**config.mk**
```make
export PLATFORM = sky130hd
export DESIGN_NAME = usbirq_aggr
export DESIGN_NICKNAME = d
export VERILOG_FILES = /design/src/rtl/usbirq_pkg.sv /design/src/rtl/usbirq_regif.sv /design/src/rtl/usbirq_srcbank.sv /design/src/rtl/usbirq_eoi_gate.sv /design/src/rtl/usbirq_aggr.sv
export SDC_FILE = /design/constraint.sdc
export NUM_CORES = 1
export LEC_CHECK = 0
export BUFFER_PORTS_ARGS = -buffer_cell sky130_fd_sc_hd__buf_2
export CORE_MARGIN = 2
export CORE_UTILIZATION = 50
export DETAILED_ROUTE_END_ITERATION = 6
export GPL_TIMING_DRIVEN = 0
export PLACE_DENSITY_LB_ADDON = 0.25
export SYNTH_ARGS = -nofsm -noshare
export SYNTH_HDL_FRONTEND = slang
export SYNTH_HIERARCHICAL = 1
export SYNTH_SLANG_ARGS = --single-unit
```
**constraint.sdc**
```tcl
create_clock -name clk -period 2.6 [get_ports clk]
set_input_delay 0.39 -clock clk [delete_from_list [all_inputs] [get_ports clk]]
set_output_delay 0.39 -clock clk [all_outputs]
set_load 0.05 [all_outputs]
```
**src/rtl/usbirq_pkg.sv**
```systemverilog
package usbirq_pkg;

   localparam int unsigned WORD_W = 32;
   typedef logic [WORD_W-1:0] word_t;

   // register offsets (byte addresses)
   localparam logic [7:0] OFS_REV     = 8'h00;
   localparam logic [7:0] OFS_CTRL    = 8'h04;
   localparam logic [7:0] OFS_STAT    = 8'h08;
   localparam logic [7:0] OFS_RAW     = 8'h20;
   localparam logic [7:0] OFS_RAW_SET = 8'h24;
   localparam logic [7:0] OFS_RAW_CLR = 8'h28;
   localparam logic [7:0] OFS_MSK     = 8'h2c;
   localparam logic [7:0] OFS_MSK_SET = 8'h30;
   localparam logic [7:0] OFS_MSK_CLR = 8'h34;
   localparam logic [7:0] OFS_PEND    = 8'h38;
   localparam logic [7:0] OFS_EOI     = 8'h3c;

   // decoded write actions for one bus cycle
   typedef struct packed {
      word_t raw_set;
      word_t raw_clr;
      word_t msk_set;
      word_t msk_clr;
      logic  eoi;
      logic  soft_rst;
   } wr_cmd_t;

   function automatic word_t field_mask(int unsigned lsb, int unsigned width);
      word_t m;
      m = '0;
      for (int unsigned i = 0; i < WORD_W; i++) begin
         if (i >= lsb && i < lsb + width) m[i] = 1'b1;
      end
      return m;
   endfunction

endpackage

```
**src/rtl/usbirq_regif.sv**
```systemverilog
module usbirq_regif
   import usbirq_pkg::*;
#(
   parameter int unsigned ADDR_W = 8,
   parameter logic [31:0] REV_ID = 32'h4EA1_0100
) (
   input  logic              bus_valid,
   input  logic              bus_write,
   input  logic [ADDR_W-1:0] bus_addr,
   input  word_t             bus_wdata,
   input  logic              stat_lvl,
   input  word_t             raw,
   input  word_t             mask,
   input  word_t             pend,
   output wr_cmd_t           cmd,
   output word_t             bus_rdata
);

   localparam logic [ADDR_W-1:0] A_REV     = ADDR_W'(OFS_REV);
   localparam logic [ADDR_W-1:0] A_CTRL    = ADDR_W'(OFS_CTRL);
   localparam logic [ADDR_W-1:0] A_STAT    = ADDR_W'(OFS_STAT);
   localparam logic [ADDR_W-1:0] A_RAW     = ADDR_W'(OFS_RAW);
   localparam logic [ADDR_W-1:0] A_RAW_SET = ADDR_W'(OFS_RAW_SET);
   localparam logic [ADDR_W-1:0] A_RAW_CLR = ADDR_W'(OFS_RAW_CLR);
   localparam logic [ADDR_W-1:0] A_MSK     = ADDR_W'(OFS_MSK);
   localparam logic [ADDR_W-1:0] A_MSK_SET = ADDR_W'(OFS_MSK_SET);
   localparam logic [ADDR_W-1:0] A_MSK_CLR = ADDR_W'(OFS_MSK_CLR);
   localparam logic [ADDR_W-1:0] A_PEND    = ADDR_W'(OFS_PEND);
   localparam logic [ADDR_W-1:0] A_EOI     = ADDR_W'(OFS_EOI);

   logic wen;
   logic ren;

   assign wen = bus_valid & bus_write;
   assign ren = bus_valid & ~bus_write;

   always_comb begin
      cmd = '0;
      if (wen) begin
         case (bus_addr)
            A_RAW_SET: cmd.raw_set  = bus_wdata;
            A_RAW_CLR: cmd.raw_clr  = bus_wdata;
            A_MSK_SET: cmd.msk_set  = bus_wdata;
            A_MSK_CLR: cmd.msk_clr  = bus_wdata;
            A_CTRL:    cmd.soft_rst = bus_wdata[0];
            A_EOI:     cmd.eoi      = 1'b1;
            default:   cmd          = '0;
         endcase
      end
   end

   always_comb begin
      bus_rdata = '0;
      if (ren) begin
         case (bus_addr)
            A_REV:   bus_rdata = REV_ID;
            A_STAT:  bus_rdata = word_t'(stat_lvl);
            A_RAW:   bus_rdata = raw;
            A_MSK:   bus_rdata = mask;
            A_PEND:  bus_rdata = pend;
            default: bus_rdata = '0;
         endcase
      end
   end

endmodule

```
**src/rtl/usbirq_srcbank.sv**
```systemverilog
module usbirq_srcbank
   import usbirq_pkg::*;
#(
   parameter logic [31:0] LIVE_BITS = 32'h01FF_1E1F
) (
   input  logic  clk,
   input  logic  rst_n,
   input  logic  soft_rst,
   input  word_t hw_ev,
   input  word_t raw_set,
   input  word_t raw_clr,
   input  word_t msk_set,
   input  word_t msk_clr,
   output word_t raw_q,
   output word_t mask_q
);

   word_t raw_d;
   word_t mask_d;

   // hardware events are ORed in after the clear, so they win a collision
   always_comb begin
      raw_d  = (((raw_q & ~raw_clr) | raw_set) | hw_ev) & LIVE_BITS;
      mask_d = ((mask_q & ~msk_clr) | msk_set) & LIVE_BITS;
   end

   always_ff @(posedge clk or negedge rst_n) begin
      if (!rst_n) begin
         raw_q  <= '0;
         mask_q <= '0;
      end else if (soft_rst) begin
         raw_q  <= '0;
         mask_q <= '0;
      end else begin
         raw_q  <= raw_d;
         mask_q <= mask_d;
      end
   end

endmodule

```
**src/rtl/usbirq_eoi_gate.sv**
```systemverilog
module usbirq_eoi_gate (
   input  logic clk,
   input  logic rst_n,
   input  logic soft_rst,
   input  logic eoi,
   input  logic pend_any,
   output logic irq
);

   logic fired_q;

   always_ff @(posedge clk or negedge rst_n) begin
      if (!rst_n) begin
         fired_q <= 1'b0;
      end else if (soft_rst || eoi) begin
         fired_q <= 1'b0;
      end else if (pend_any) begin
         fired_q <= 1'b1;
      end
   end

   assign irq = fired_q;

endmodule

```
**src/rtl/usbirq_aggr.sv**
```systemverilog
module usbirq_aggr
   import usbirq_pkg::*;
#(
   parameter int unsigned ADDR_W   = 8,
   parameter int unsigned TX_EP    = 5,
   parameter int unsigned RX_EP    = 4,
   parameter int unsigned RX_BASE  = 8,
   parameter int unsigned CORE_LSB = 16,
   parameter int unsigned CORE_W   = 9,
   parameter logic [31:0] REV_ID   = 32'h4EA1_0100
) (
   input  logic              clk,
   input  logic              rst_n,
   input  logic              bus_valid,
   input  logic              bus_write,
   input  logic [ADDR_W-1:0] bus_addr,
   input  logic [31:0]       bus_wdata,
   output logic [31:0]       bus_rdata,
   input  logic [TX_EP-1:0]  ev_tx,
   input  logic [RX_EP-1:0]  ev_rx,
   input  logic [CORE_W-2:0] ev_core,
   input  logic              ev_vbus,
   input  logic              vbus_drive_lvl,
   output logic              irq
);

   localparam int unsigned RX_LSB   = RX_BASE + 1;
   localparam int unsigned VBUS_BIT = CORE_LSB + CORE_W - 1;
   localparam word_t TX_FIELD   = field_mask(0, TX_EP);
   localparam word_t RX_FIELD   = field_mask(RX_LSB, RX_EP);
   localparam word_t CORE_FIELD = field_mask(CORE_LSB, CORE_W);
   localparam word_t LIVE_BITS  = TX_FIELD | RX_FIELD | CORE_FIELD;

   // elaboration-time parameter checks
   generate
      if (ADDR_W < 6) begin : g_bad_addr
         $error("usbirq_aggr: ADDR_W must reach offset 0x3c");
      end
      if (TX_EP < 1 || TX_EP > RX_BASE + 1) begin : g_bad_tx
         $error("usbirq_aggr: transmit field overlaps receive field");
      end
      if (RX_EP < 1 || RX_LSB + RX_EP > CORE_LSB) begin : g_bad_rx
         $error("usbirq_aggr: receive field overlaps core field");
      end
      if (CORE_W < 2 || CORE_LSB + CORE_W > WORD_W) begin : g_bad_core
         $error("usbirq_aggr: core field does not fit the word");
      end
      if (REV_ID == 32'h0) begin : g_bad_rev
         $error("usbirq_aggr: revision constant must be nonzero");
      end
   endgenerate

   word_t   hw_ev;
   word_t   raw_q;
   word_t   mask_q;
   word_t   pend;
   wr_cmd_t cmd;
   logic    wr_eoi;
   logic    wr_soft;
   logic    valid_hold;

   always_comb begin
      hw_ev                         = '0;
      hw_ev[TX_EP-1:0]              = ev_tx;
      hw_ev[RX_LSB +: RX_EP]        = ev_rx;
      hw_ev[CORE_LSB +: CORE_W - 1] = ev_core;
      hw_ev[VBUS_BIT]               = ev_vbus;
   end

   assign pend    = raw_q & mask_q;
   assign wr_eoi  = cmd.eoi;
   assign wr_soft = cmd.soft_rst;
   assign valid_hold = |LIVE_BITS;

   usbirq_regif #(
      .ADDR_W (ADDR_W),
      .REV_ID (REV_ID)
   ) u_regif (
      .bus_valid (bus_valid),
      .bus_write (bus_write),
      .bus_addr  (bus_addr),
      .bus_wdata (bus_wdata),
      .stat_lvl  (vbus_drive_lvl),
      .raw       (raw_q),
      .mask      (mask_q),
      .pend      (pend),
      .cmd       (cmd),
      .bus_rdata (bus_rdata)
   );

   usbirq_srcbank #(
      .LIVE_BITS (LIVE_BITS)
   ) u_bank (
      .clk      (clk),
      .rst_n    (rst_n),
      .soft_rst (wr_soft),
      .hw_ev    (hw_ev),
      .raw_set  (cmd.raw_set),
      .raw_clr  (cmd.raw_clr),
      .msk_set  (cmd.msk_set),
      .msk_clr  (cmd.msk_clr),
      .raw_q    (raw_q),
      .mask_q   (mask_q)
   );

   usbirq_eoi_gate u_gate (
      .clk      (clk),
      .rst_n    (rst_n),
      .soft_rst (wr_soft),
      .eoi      (wr_eoi),
      .pend_any (|pend & valid_hold),
      .irq      (irq)
   );

endmodule

```
Yosys cells after proc, flatten, opt, wreduce, memory -nomap -nowiden
Index checks and enable logic that the tools add are counted.
{"block": "classes", "muxes": 13, "n_eq_ne": 10, "reduce_logical": 4, "bitwise_logic": 11}
{"cell": "case mux 31 bit (5 select lines)", "n": 1}
{"cell": "two-way mux 32 bit", "n": 4}
{"cell": "two-way mux 123 bit", "n": 1}
{"cell": "AND 25 bit", "n": 3}
{"cell": "two-way mux 25 bit", "n": 3}
{"cell": "OR 25 bit", "n": 3}
{"cell": "== test 8 x 6 -> 1 bit (second input constant)", "n": 8}
{"cell": "NOT 25 bit", "n": 2}
{"cell": "OR reduction 32 bit", "n": 1}
{"cell": "== test 8 x 3 -> 1 bit (second input constant)", "n": 1}
{"cell": "== test 8 x 4 -> 1 bit (second input constant)", "n": 1}
{"cell": "zero test 8 bit", "n": 1}
{"cell": "two-way mux 1 bit", "n": 4}
{"cell": "AND 1 bit", "n": 2}
{"cell": "nonzero test 2 bit", "n": 1}
{"cell": "logical OR 1 bit", "n": 1}
{"cell": "NOT 1 bit", "n": 1}
{"block": "word_totals", "elab_cells": 41, "register_bits": 51}

Logic depth before layout (Yosys ltp)
{"block": "depth", "ltp_word": 8, "mapped_depth": 8, "ltp_nobuf": 6}

By module
The synthesis kept the hierarchy.
{"mod": "usbirq_srcbank", "area_each_um2": 1839.3, "n_inst": 1, "cells_each": 177, "seq_area_each_um2": 900.9}
{"mod": "usbirq_regif", "area_each_um2": 1615.3, "n_inst": 1, "cells_each": 320, "seq_area_each_um2": 0.0}
{"mod": "usbirq_aggr", "area_each_um2": 301.5, "n_inst": 1, "cells_each": 46, "seq_area_each_um2": 0.0}
{"mod": "usbirq_eoi_gate", "area_each_um2": 38.8, "n_inst": 1, "cells_each": 3, "seq_area_each_um2": 25.0}

Least setup slack after synthesis
Ideal clock, no wire load.
{"block": "synth_path", "path_type": "in2out", "startpoint": "input bus_addr[3]", "endpoint": "output bus_rdata[0]", "slack_ps": 17, "t_arrival_ps": 2193, "cell_stages": 7, "cell_sequence": "buf_2 -> a211oi_1 -> a31oi_1 -> or4_1 -> clkbuf_2 -> buf_6 -> nor2_1"}
{"block": "synth_between", "elab_chain_len": 3, "word_cells_on_any_way": 7}
{"element": "from (decl)", "line_no": "usbirq_aggr.sv:16", "text": "input logic [ADDR_W-1:0] bus_addr,"}
{"element": "== test 8 x 6 -> 1 bit, or another cell as far along", "line_no": "usbirq_regif.sv:55", "text": "case (bus_addr)"}
{"element": "case mux 31 bit (5 select lines) (*)", "line_no": "usbirq_regif.sv:55"}
{"element": "two-way mux 32 bit (*)", "line_no": "usbirq_regif.sv:54", "text": "if (ren) begin"}
{"element": "to (decl)", "line_no": "usbirq_aggr.sv:18", "text": "output logic [31:0] bus_rdata,"}
Mark *: on every way between the ends. The rest lies on a longest branch, timed or not.

Final worst setup path
{"block": "layout_path", "startpoint": "input bus_addr[4]", "endpoint": "output bus_rdata[17]"}
Same word-level chain as after synthesis.

==> run metrics <==
outcome=finished, final reports clean; post-route total power=~0.0014 W; share of cells above drive strength 1=0.290; Total GRT Usage=0.256; CTS Root Buffer Type=clkbuf_8; max-cap viol count=0; starting density of the core=0.519; Die H=around 88 um; drt via density=between 5 and 6; CTS tree=built; WP data required=2210 ps; R2R depth=6; fmax=398 MHz; Hold Vio Cnt, Final=0; Final Skew=roughly 12 ps; GRT Max-Usage Layer=met2; WS Path Type=input port to output port; H-tree Lvls=2; met1 Usage GRT=0.356; largest stage delay on the critical path=roughly 500 ps; Post-Synthesis Cell Area=3530 sq um; n_diodes=0; DR iter-0 viols=roughly 270; Syn-to-layout area delta=20.9%; Final Cycle Share=0.967; antenna-violating nets left=0; Pwr Density=around 330 nW/um^2; Net count, final=about 640; max-slew violation count=0; GRT met3 Usage=0.0264; Slew headroom=0.406; Peak VDD IR=0.322 mV; Inserted Clock Buffers=5; Sink Count=37; reg2reg end=u_gate/irq$_DFFE_PN0P_; Clock Pin Slew Worst Setup and Hold Paths=approximately 80 ps; Reg-to-Reg Start=u_bank/raw_q[12]$_DFF_PN0_; final RePlAce weighted congestion=0.858; Leak=between 1.5 and 2 nW; Syn. warnings=6; CP max-delay cell=nor4b_4; largest net degree at the start of global routing=38; vias in the first global route=3220; maximum clock insertion buffer count=2; initial antenna violation count=0; core area=approximately 6800 sq um; worst min path class=input port to async pin; Finished Layout Cells=around 680; Arr. time, crit path=2120 ps; syn_area_per_cell=~7.4 sq um; r2r setup slk=roughly 210 ps; drt total wl=approximately 9.5 mm; Worst Path Max Fanout=10; I/O pin cnt=96; via count=3505; GR Layer Usage met2=0.423; first-pass GRT wire length=around 15 mm; cts-stage hold buffer count=0; final setup violating endpoints=0; Die X=between 80 and 90 um; number of port buffers=70; worst setup margin=~87 ps; WL per Instance=between 10 and 15 um; HPWL Detailed=roughly 7.4 mm; Post-route DRC=0; Worst path most repeated cell=buf_2; Worst-Skew Late Latency=~290 ps; CP Cell Sequence=buf_2 -> nor4b_4 -> clkbuf_1 -> a22oi_1 -> nor2_1 -> buf_2; Die ar.=slightly below 8000 sq um; Setup crit start kind=input port; Layout Utilization=0.628; pre-CTS WS=-67.6 ps; GRT Residual Overflow=0; dpl cells=approximately 670; Worst-Margin Slew=just under 900 ps; Pre-Repair DR Iteration Count=6; Worst setup EP type=output port; Syn Inst Count=approximately 480; Period minus WS final=around 2500 ps; Rows=30
sequential cells by signal, summed over array words and instances, names as in the netlist:
| name | count |
|---|---|
| u_bank/mask_q | 18 |
| u_bank/raw_q | 18 |
| u_gate/irq | 1 |
critical path: cells and delay by family:
| family | cells | cell delay, ps |
|---|---|---|
| compound gates | 1 | 150 |
| buf+inv | 3 | 920 |
| simple gates | 2 | 650 |
where the power goes:
part           internal (W)  switching, W  leakage, nW  total, W
registers          0.000583    0.00000629        0.416  0.000589
logic              0.000109      0.000120         1.35  0.000229
clock network      0.000381      0.000217       0.0681  0.000598
total               0.00107      0.000343         1.83   0.00142
repair_timing:
| item | in CTS | in global routing |
|---|---|---|
| gates resized for setup | 1 | 6 |
| setup endpoints to repair | 9 | 21 |
| hold endpoints to repair | 0 | 0 |
| pin swaps | 0 | 0 |
| buffers inserted | 0 | 0 |
metal layers:
| layer | wire length, um | up-vias |
|---|---|---|
| met5 | 0 | - |
| met4 | 185 | 0 |
| met3 | 539 | 17 |
| met2 | 4470 | 125 |
| met1 | 4340 | 1609 |
| li1 | - | 1754 |
area by class of cell:
class	count	area [sq um]
clock buffer	5	68.8
sequential	37	926
inverter	18	67.6
fill	631	2530
clock inverter	3	65.1
multi-input combinational	378	2200
tap	96	120
timing repair buffer	70	350
buffer	69	465
worst max-delay path by stage:
| stage | slack (ps) | endpoint | startpoint | depth (start not counted) |
|---|---|---|---|---|
| after floorplan | 20 | bus_rdata[0] | bus_addr[3] | 7 |
| after global placement | -40 | bus_rdata[19] | bus_addr[4] | 6 |
| after detailed placement | -70 | bus_rdata[18] | bus_addr[4] | 6 |
| after CTS | 60 | bus_rdata[16] | bus_addr[4] | 7 |
| after global routing | -3 | bus_rdata[19] | bus_addr[4] | 6 |
| final | 90 | bus_rdata[17] | bus_addr[4] | 6 |
cells in the final DEF, fill, tap and decap left out, types with 3 or more instances in the layout:
cell type and n:
nand2_1 24, nand2b_1 36, a22oi_1 24, buf_2 80, inv_1 18, a21oi_1 7, or4_1 10, clkbuf_1 19
a221oi_1 7, a22o_1 30, a21oi_2 30, and2_1 32, clkbuf_8 5, buf_6 4, or2_2 4, buf_12 3
conb_1 28, buf_4 28, nor2_1 123, dfrtp_1 37
through the flow:
step                setup TNS (ps)  hold WS [ps]  cell area (sq um)
finish                           0           187               4260
global route                 -3.47           241               4260
CTS                              0           218               4240
detailed placement            -277           535               4100
global placement              -161           536               4100
floorplan                        0          94.4               3630
No activity file was read; power rests on OpenSTA's default activity.
